==> config.mk <==
export PLATFORM = sky130hd
export DESIGN_NAME = cmdspc_mon
export DESIGN_NICKNAME = d
export VERILOG_FILES = /design/src/rtl/cmdspc_pkg.sv /design/src/rtl/cmdspc_dev_timer.sv /design/src/rtl/cmdspc_bank_trk.sv /design/src/rtl/cmdspc_err_latch.sv /design/src/rtl/cmdspc_mon.sv
export SDC_FILE = /design/constraint.sdc
export NUM_CORES = 1
export LEC_CHECK = 0
export BUFFER_PORTS_ARGS = -buffer_cell sky130_fd_sc_hd__buf_2
export CORE_MARGIN = 3
export CORE_UTILIZATION = 64
export CTS_CLUSTER_DIAMETER = 80
export DETAILED_ROUTE_END_ITERATION = 8
export PLACE_DENSITY = 0.83
export SYNTH_ARGS = -nofsm -noshare
export SYNTH_HDL_FRONTEND = slang
export SYNTH_SLANG_ARGS = --single-unit
==> constraint.sdc <==
create_clock -name clk -period 3.3 [get_ports clk]
set_input_delay 0.165 -clock clk [delete_from_list [all_inputs] [get_ports clk]]
set_output_delay 0.165 -clock clk [all_outputs]
set_load 0.01 [all_outputs]
==> src/rtl/cmdspc_pkg.sv <==
package cmdspc_pkg;

   typedef enum logic [1:0] {
      OP_NONE = 2'd0,
      OP_RD   = 2'd1,
      OP_WR   = 2'd2,
      OP_PRE  = 2'd3
   } cmd_op_e;

   typedef enum logic [2:0] {
      ERR_NONE  = 3'd0,
      ERR_RDRD  = 3'd1,
      ERR_RDWR  = 3'd2,
      ERR_PRE   = 3'd3,
      ERR_WRINT = 3'd4
   } err_code_e;

   localparam int CODE_W = 3;

endpackage

==> src/rtl/cmdspc_dev_timer.sv <==
// Device-wide spacing: cycles since the last READ and since the last WRITE,
// compared against the column gap and the latency-derived read-to-write gap.
module cmdspc_dev_timer #(
   parameter int LAT_W     = 5,
   parameter int CNT_W     = 7,
   parameter int CCD       = 4,
   parameter int LIMIT_REG = 0
) (
   input  logic             clk,
   input  logic             rst_n,
   input  logic             rd_go,
   input  logic             wr_go,
   input  logic [LAT_W-1:0] rd_lat,
   input  logic [LAT_W-1:0] wr_lat,
   output logic             rr_hit,
   output logic             rw_hit,
   output logic             wi_hit
);

   localparam logic [CNT_W-1:0] SAT   = {CNT_W{1'b1}};
   localparam logic [CNT_W-1:0] ONE   = CNT_W'(1);
   localparam logic [CNT_W-1:0] CCD_V = CNT_W'(CCD);
   localparam logic [CNT_W-1:0] GAP_V = CNT_W'(CCD + 2);

   generate
      if (CCD < 1) begin : g_bad_ccd
         $error("cmdspc_dev_timer: CCD must be at least 1");
      end
      if ((1 << LAT_W) + CCD + 2 >= (1 << CNT_W)) begin : g_bad_cnt
         $error("cmdspc_dev_timer: CNT_W too narrow for the latency range");
      end
   endgenerate

   logic [CNT_W-1:0] since_rd;
   logic [CNT_W-1:0] since_wr;
   logic [CNT_W-1:0] rl_e;
   logic [CNT_W-1:0] wl_e;
   logic [CNT_W-1:0] up_sum;
   logic [CNT_W-1:0] lim_raw;
   logic [CNT_W-1:0] rw_lim;

   assign rl_e    = CNT_W'(rd_lat);
   assign wl_e    = CNT_W'(wr_lat);
   assign up_sum  = rl_e + GAP_V;
   assign lim_raw = (up_sum > wl_e) ? (up_sum - wl_e) : ONE;

   generate
      if (LIMIT_REG != 0) begin : g_lim_reg
         always_ff @(posedge clk or negedge rst_n) begin
            if (!rst_n) begin
               rw_lim <= SAT;
            end else begin
               rw_lim <= lim_raw;
            end
         end
      end else begin : g_lim_comb
         assign rw_lim = lim_raw;
      end
   endgenerate

   always_ff @(posedge clk or negedge rst_n) begin
      if (!rst_n) begin
         since_rd <= SAT;
         since_wr <= SAT;
      end else begin
         if (rd_go) begin
            since_rd <= ONE;
         end else if (since_rd != SAT) begin
            since_rd <= since_rd + ONE;
         end
         if (wr_go) begin
            since_wr <= ONE;
         end else if (since_wr != SAT) begin
            since_wr <= since_wr + ONE;
         end
      end
   end

   assign rr_hit = rd_go && (since_rd < CCD_V);
   assign rw_hit = wr_go && (since_rd < rw_lim);
   assign wi_hit = (rd_go || wr_go) && (since_wr < CCD_V);

endmodule

==> src/rtl/cmdspc_bank_trk.sv <==
// Per-bank state: precharge recovery countdown after a READ, open-row bit,
// and the automatic close countdown of an auto-precharge access.
module cmdspc_bank_trk #(
   parameter int BANKS    = 8,
   parameter int BANK_W   = 3,
   parameter int LAT_W    = 5,
   parameter int BURST_CK = 4
) (
   input  logic              clk,
   input  logic              rst_n,
   input  logic              rd_go,
   input  logic              wr_go,
   input  logic              pre_go,
   input  logic              ap,
   input  logic [BANK_W-1:0] bank,
   input  logic [LAT_W-1:0]  rd_lat,
   input  logic [LAT_W-1:0]  wr_lat,
   input  logic [LAT_W-1:0]  pre_rec,
   output logic              pre_hit,
   output logic [BANKS-1:0]  open_o
);

   localparam int              AP_W  = LAT_W + 1;
   localparam logic [AP_W-1:0] BCK_V = AP_W'(BURST_CK);
   localparam logic [AP_W-1:0] AP_1  = AP_W'(1);
   localparam logic [LAT_W-1:0] LAT_1 = LAT_W'(1);

   generate
      if (BURST_CK < 1 || BURST_CK >= (1 << LAT_W)) begin : g_bad_burst
         $error("cmdspc_bank_trk: BURST_CK out of range");
      end
      if (BANKS > (1 << BANK_W)) begin : g_bad_banks
         $error("cmdspc_bank_trk: BANK_W too narrow for BANKS");
      end
   endgenerate

   logic             acc_go;
   logic [AP_W-1:0]  close_len;
   logic [LAT_W-1:0] pre_load;
   logic [BANKS-1:0] pre_hits;

   assign acc_go    = rd_go || wr_go;
   assign close_len = (rd_go ? AP_W'(rd_lat) : AP_W'(wr_lat)) + BCK_V;
   assign pre_load  = (pre_rec != '0) ? (pre_rec - LAT_1) : '0;

   generate
      for (genvar b = 0; b < BANKS; b++) begin : g_bank
         logic             sel;
         logic [LAT_W-1:0] pre_cnt;
         logic [AP_W-1:0]  ap_cnt;
         logic             open_q;

         assign sel = (bank == BANK_W'(b));

         always_ff @(posedge clk or negedge rst_n) begin
            if (!rst_n) begin
               pre_cnt <= '0;
            end else if (rd_go && sel) begin
               pre_cnt <= pre_load;
            end else if (pre_cnt != '0) begin
               pre_cnt <= pre_cnt - LAT_1;
            end
         end

         always_ff @(posedge clk or negedge rst_n) begin
            if (!rst_n) begin
               open_q <= 1'b0;
               ap_cnt <= '0;
            end else if (acc_go && sel) begin
               open_q <= 1'b1;
               ap_cnt <= ap ? close_len : '0;
            end else if (pre_go && sel) begin
               open_q <= 1'b0;
               ap_cnt <= '0;
            end else if (ap_cnt != '0) begin
               ap_cnt <= ap_cnt - AP_1;
               if (ap_cnt == AP_1) begin
                  open_q <= 1'b0;
               end
            end
         end

         assign pre_hits[b] = pre_go && sel && (pre_cnt != '0);
         assign open_o[b]   = open_q;
      end
   endgenerate

   assign pre_hit = |pre_hits;

endmodule

==> src/rtl/cmdspc_err_latch.sv <==
// First-error capture with clear; a violation coinciding with a clear wins.
module cmdspc_err_latch #(
   parameter int CODE_W = 3
) (
   input  logic              clk,
   input  logic              rst_n,
   input  logic              clr,
   input  logic              hit,
   input  logic [CODE_W-1:0] code_in,
   output logic              flag,
   output logic [CODE_W-1:0] code
);

   always_ff @(posedge clk or negedge rst_n) begin
      if (!rst_n) begin
         flag <= 1'b0;
         code <= '0;
      end else if (clr) begin
         flag <= hit;
         code <= hit ? code_in : '0;
      end else if (!flag && hit) begin
         flag <= 1'b1;
         code <= code_in;
      end
   end

endmodule

==> src/rtl/cmdspc_mon.sv <==
module cmdspc_mon
   import cmdspc_pkg::*;
#(
   parameter int BANKS     = 8,
   parameter int BANK_W    = (BANKS > 1) ? $clog2(BANKS) : 1,
   parameter int LAT_W     = 5,
   parameter int CNT_W     = 7,
   parameter int CCD       = 4,
   parameter int BURST_CK  = 4,
   parameter int LIMIT_REG = 0
) (
   input  logic              clk,
   input  logic              rst_n,
   input  logic [1:0]        cmd_op,
   input  logic [BANK_W-1:0] cmd_bank,
   input  logic              cmd_ap,
   input  logic              cmd_chop,
   input  logic [LAT_W-1:0]  rd_lat,
   input  logic [LAT_W-1:0]  wr_lat,
   input  logic [LAT_W-1:0]  pre_rec,
   input  logic              err_clr,
   output logic              err_flag,
   output logic [2:0]        err_code,
   output logic [BANKS-1:0]  bank_open
);

   generate
      if (BANKS < 1) begin : g_bad_banks
         $error("cmdspc_mon: BANKS must be at least 1");
      end
   endgenerate

   cmd_op_e           op;
   logic              rd_go;
   logic              wr_go;
   logic              pre_go;
   logic              rr_hit;
   logic              rw_hit;
   logic              wi_hit;
   logic              pre_hit;
   logic              any_hit;
   logic [CODE_W-1:0] code_sel;
   logic              unused_chop;

   // Burst chop never shortens a gap, so the flag is deliberately dropped.
   assign unused_chop = cmd_chop;

   assign op     = cmd_op_e'(cmd_op);
   assign rd_go  = (op == OP_RD);
   assign wr_go  = (op == OP_WR);
   assign pre_go = (op == OP_PRE);

   cmdspc_dev_timer #(
      .LAT_W     (LAT_W),
      .CNT_W     (CNT_W),
      .CCD       (CCD),
      .LIMIT_REG (LIMIT_REG)
   ) dev_i (
      .clk    (clk),
      .rst_n  (rst_n),
      .rd_go  (rd_go),
      .wr_go  (wr_go),
      .rd_lat (rd_lat),
      .wr_lat (wr_lat),
      .rr_hit (rr_hit),
      .rw_hit (rw_hit),
      .wi_hit (wi_hit)
   );

   cmdspc_bank_trk #(
      .BANKS    (BANKS),
      .BANK_W   (BANK_W),
      .LAT_W    (LAT_W),
      .BURST_CK (BURST_CK)
   ) bank_i (
      .clk     (clk),
      .rst_n   (rst_n),
      .rd_go   (rd_go),
      .wr_go   (wr_go),
      .pre_go  (pre_go),
      .ap      (cmd_ap),
      .bank    (cmd_bank),
      .rd_lat  (rd_lat),
      .wr_lat  (wr_lat),
      .pre_rec (pre_rec),
      .pre_hit (pre_hit),
      .open_o  (bank_open)
   );

   // Lower code wins when one command breaks two rules.
   always_comb begin
      if (rr_hit) begin
         code_sel = ERR_RDRD;
      end else if (rw_hit) begin
         code_sel = ERR_RDWR;
      end else if (pre_hit) begin
         code_sel = ERR_PRE;
      end else if (wi_hit) begin
         code_sel = ERR_WRINT;
      end else begin
         code_sel = ERR_NONE;
      end
   end

   assign any_hit = rr_hit || rw_hit || pre_hit || wi_hit;

   cmdspc_err_latch #(
      .CODE_W (CODE_W)
   ) err_i (
      .clk     (clk),
      .rst_n   (rst_n),
      .clr     (err_clr),
      .hit     (any_hit),
      .code_in (code_sel),
      .flag    (err_flag),
      .code    (err_code)
   );

endmodule

# Yosys cells after proc, flatten, opt, wreduce, memory -nomap -nowiden
# Index checks and enable logic that the tools add are counted.
# classes
n_addsub	22
magnitude_cmp	4
n_eq_ne	20
mux	89
n_reduce_logical	95
# ops
operator	count
$mux 6	25
$mux 5	18
$eq 6x1->1 const B	8
$reduce_bool 3->1	16
$reduce_bool 6->1	8
$sub 6x1->6 const B	8
$reduce_bool 5->1	9
$sub 5x1->5 const B	9
$logic_and 1x1->1	36
$mux 7	5
$mux 1	34
$reduce_bool 2->1	11
$mux 3	7
$reduce_and 2->1	8
$add 7x1->7 const B	2
$lt 7x3->1 const B	2
$ne 7x7->1 const B	2
$eq 3x3->1 const B	4
$reduce_or 8->1	1
$gt 7x5->1	1
$lt 7x7->1	1
$sub 7x5->7	1
$add 5x3->6 const B	1
$add 6x3->6 const B	1
other kinds (7)	12
# word_totals
reg_bits	114
input_bits	25
out_inout_bits	12
word_cells	258

# Depth between registers and ports, before layout
# depth
ltp_word	11
depth_mapped	15
mapped_depth_nobuf	15

# Modules after synthesis
# From an unflattened synthesis, not the netlist that was laid out.
# unflattened
cells_unflattened	797
hier_area_um2	7458.4
# by_module_without_submodules
mod	n_inst	cells_each	area_per_inst_um2
cmdspc_bank_trk	1	636	6025.8
cmdspc_dev_timer	1	135	1193.6
cmdspc_err_latch	1	16	177.7
cmdspc_mon	1	10	61.3

# Worst setup path before layout
# No wires, ideal clock.
# synth_timing
path_kind	input to register
from	input rd_lat[1]
to	register err_i.code[2]
arrival_ns	2.679
required_ns	3.208
path_slack_ns	0.529
path_stages	14
path_cell_list	inv_1 -> ha_1 -> inv_1 -> ha_1 -> nor2_1 -> a211o_1 -> a21oi_1 -> nand2_1 -> ha_1 -> and3_1 -> nand3_1 -> a211oi_1 -> o21ai_2 -> o31ai_2
# synth_between
elab_chain_cells	10
# synth_rtl
item	line	rtl
start: declaration	cmdspc_mon.sv:18	input logic [LAT_W-1:0] rd_lat,
$add 5x3->6 *	cmdspc_dev_timer.sv:44	assign up_sum = rl_e + GAP_V;
$sub 7x5->7 or $gt 7x5->1 (tied branches)	cmdspc_dev_timer.sv:45	assign lim_raw = (up_sum > wl_e) ? (up_sum - wl_e) : ONE;
$mux 7 *	cmdspc_dev_timer.sv:45	
$lt 7x7->1 *	cmdspc_dev_timer.sv:80	assign rw_hit = wr_go && (since_rd < rw_lim);
$logic_and 1x1->1 *	cmdspc_dev_timer.sv:80	
$logic_or 1x1->1 (3 in a row)	cmdspc_mon.sv:105	assign any_hit = rr_hit || rw_hit || pre_hit || wi_hit;
$mux 3 or $logic_and 1x1->1 (tied branches)	cmdspc_err_latch.sv:20, cmdspc_err_latch.sv:21	
$mux 3 or $reduce_bool 2->1 (tied branches)	n/a	
end signal: assignment	cmdspc_err_latch.sv:20	code <= hit ? code_in : '0;
end signal: assignment	cmdspc_err_latch.sv:23	code <= code_in;
end: declaration	cmdspc_err_latch.sv:11	output logic [CODE_W-1:0] code
# Every way passes the cells marked *; elsewhere a longest branch is shown, timed or not. The select of a mux whose other input is x is not followed.
# A chain may end at the register's enable or synchronous reset.

# Final worst setup path
# Ends and elaborated chain as after synthesis.

==> results.yml <==
run_status:
  status: "finished, final reports clean"
floorplanning:
  initial_utilization_pct: 65.9
  die-area_sq_um: 12600
  rows: 38
  io-pin-count: 37
  die_x_microns: 112
  die_h_microns: 112
  core_sq_um: 10900
cells_and_area:
  finalInstanceArea_sq_um: 8120
  drive_gt1_share_pct: 12.5
  syn_to_final_growth_pct: 12.7
  multi_input_area_sq_um: 4010
  regArea_sq_um: 2870
  final_nets: 922
  fillers: 784
  antennaDiodeCount: 0
  utilization_pct: 74.3
synth:
  yosysTopAreaCell: "dfrtp_1"
  synthTopCellsByArea: "dfrtp_1, ha_1, dfstp_2, nor2_1, nand2_1"
  syn-instance-count: 815
  synth.cell_area_sq_um: 7200
  yosys_warnings: 0
  ys_types: 62
  synth-seq-area-share_pct: 39.8
  synth_top_flop_cell: "dfrtp_1"
  syn_nets: 885
  avgSynthCellArea_sq_um: 8.84
  ys_ff_latch: 114
  synth_enable_flop_cells: 0
  yosys-top-cells-count: "dfrtp_1, nor2_1, nand2_1"
  async_reset_ff_share_pct: 100
  synthMostInstantiatedCell: "dfrtp_1"
  yosysTopAreaCellShare_pct: 34.7
route:
  drt_iter0_drc: 553
  detail-route-antenna-nets: 0
  first_pass_iters: 5
  drcViolationCount: 0
  vias: 6208
  drt-total-wl_microns: 17200
  wl_per_cell_microns: 17.2
  viasPerCell: 6.18
placement:
  place_area_sq_um: 7490
  port_buffers: 35
  place_hpwl_microns: 12000
  gp_congestion: 0.923
min_path:
  hold_path.class: "in2reg"
  worstHoldStart: "err_clr"
setup_path:
  critical_path_class: "in2reg"
  critPathRequiredTime_ns: 3.62
  cp-end-kind: "register"
  crit_fanout: 5
  r2r_start: "bank_i.g_bank[0].pre_cnt[0]$_DFFE_PN0P_"
  worstPathArrival_ns: 3.17
  startpoint: "rd_lat[1]"
  startpoint_type: "input port"
cts:
  cts_root_buf: "clkbuf_16"
  cts_setup_buffers: 0
  clock_sinks: 114
  clk_path_buf_depth: 2
  path_clk_slew_ns: 0.05
  cts_tree: "built"
  cts_made_buffers: 17
  clock_latency_ns: 0.41
  h-tree-depth: 4
timing:
  skew_ns: 0.00682
  setup_violations: 0
  finalHoldViolCount: 0
  holdWs_ns: 0.131
  maxSlewHeadroom_pct: 34.2
  setup_tns_ns: 0
  min_period_ns: 2.84
  fin_crit_sh_pct: 86.1
  worst_pin_slew_ns: 0.984
  rsz0062_at_grt: "no"
  slew_viol_final: 0
  max_clock_freq_mhz: 352
power:
  powerDensity_nw_per_um2: 962
  power_uw: 7810
  vdd_drop_max_mv: 0.573
  total_leakage_power_uw: 0.00380
global_routing:
  grt_max_degree: 115
  antenna_found_initial: 0
  grt_pass1_vias: 6283
  grt_util_all_layers_pct: 28.4
  grt_first_pass_wirelength_microns: 29200
  overflow: 0
run:
  maxCapViolCount: 0
[layout by cell type (no fill, tap or decap), types with 26 or more instances in the layout]
cell	n
dfrtp_1	100
xor2_1	34
inv_1	49
nand3_1	35
buf_2	34
nand2_1	87
a21oi_1	42
nor2_1	96
ha_1	44
nor3_1	26
o21ai_0	49
[critical path: stages]
cell and delay (ns):
buf_2 0.12, inv_1 0.06, ha_1 0.28, inv_1 0.04
ha_1 0.34, nor2_1 0.08, a211o_1 0.29, a21oi_1 0.31
nand2_1 0.10, ha_1 0.30, and3_1 0.20, nand3_1 0.09
a211oi_1 0.39, o21ai_2 0.15, o31ai_2 0.24
[stage by stage]
| stage | setup slack (ns) | cells |
|---|---|---|
| floorplan | 0.529 | 815 |
| global placement | 0.162 | 972 |
| detailed placement | 0.0421 | 972 |
| CTS | 0.476 | 1005 |
| global route | 0.183 | 1005 |
| finish | 0.458 | 1005 |
[layer usage]
metal  track usage [%]  up-vias  share of wire (%)
met1              36.5     3031                 43
met5                 0        -                  0
met4              8.89        0                1.5
met2              47.4      210                 49
li1                  -     2939                  -
met3              7.44       28                6.6
[state kept, by name, indices dropped and copies added (netlist names)]
signal	count
dev_i.since_wr	7
bank_i.g_bank.ap_cnt	48
err_i.flag	1
dev_i.since_rd	7
err_i.code	3
bank_i.g_bank.pre_cnt	40
bank_i.g_bank.open_q	8
[final timing paths]
kind,end,slack [ns],cells past startpoint
worst min register to register,bank_i.g_bank[2].open_q$_DFFE_PN0P_,0.50,2
worst min-delay path,err_i.code[0]$_DFFE_PN0P_,0.13,4
min in group asynchronous,bank_i.g_bank[2].pre_cnt[4]$_DFFE_PN0P_,0.37,3
worst max-delay path,err_i.code[2]$_DFFE_PN0P_,0.46,15
worst max register to register,err_i.code[2]$_DFFE_PN0P_,0.80,7
max in group asynchronous,bank_i.g_bank[1].ap_cnt[2]$_DFFE_PN0P_,2.45,3
[final cells by class]
| class | instances | share of cell area [%] |
|---|---|---|
| clock buffer | 22 | 5.47 |
| timing repair buffer | 43 | 3.11 |
| multi-input combinational | 627 | 49.4 |
| inverter | 49 | 2.26 |
| clock inverter | 10 | 2.25 |
| tap | 140 | 2.16 |
| sequential | 114 | 35.3 |
[where the power goes]
part           switching [uW]  total (uW)  internal (uW)
clock network             643        1980           1340
logic                    1660        3110           1450
registers                 633        2730           2090
total                    2930        7810           4880
[logic make-up (layout without fill, tap and decap cells)]
group / after synthesis / count (layout) / share of synthesized area, %
DFF: 114 / 114 / 39.8
adders and majority gates: 45 / 45 / 7.92
muxes: 13 / 13 / 1.91
AOI/OAI and AO/OA: 172 / 172 / 15.2
and+or+nand+nor: 338 / 338 / 23.5
buffers and inverters: 74 / 124 / 4.45
xor gates and xnor gates: 59 / 59 / 7.17
[timing repair]
| action | 4_1_cts | 5_1_grt |
|---|---|---|
| hold buffers | 1 | 0 |
| gates resized for setup | 0 | 0 |
| hold endpoints to repair | 100 | 0 |
| endpoints found under the setup margin | 0 | 0 |
Note: power is estimated with default switching activity, not from simulation.
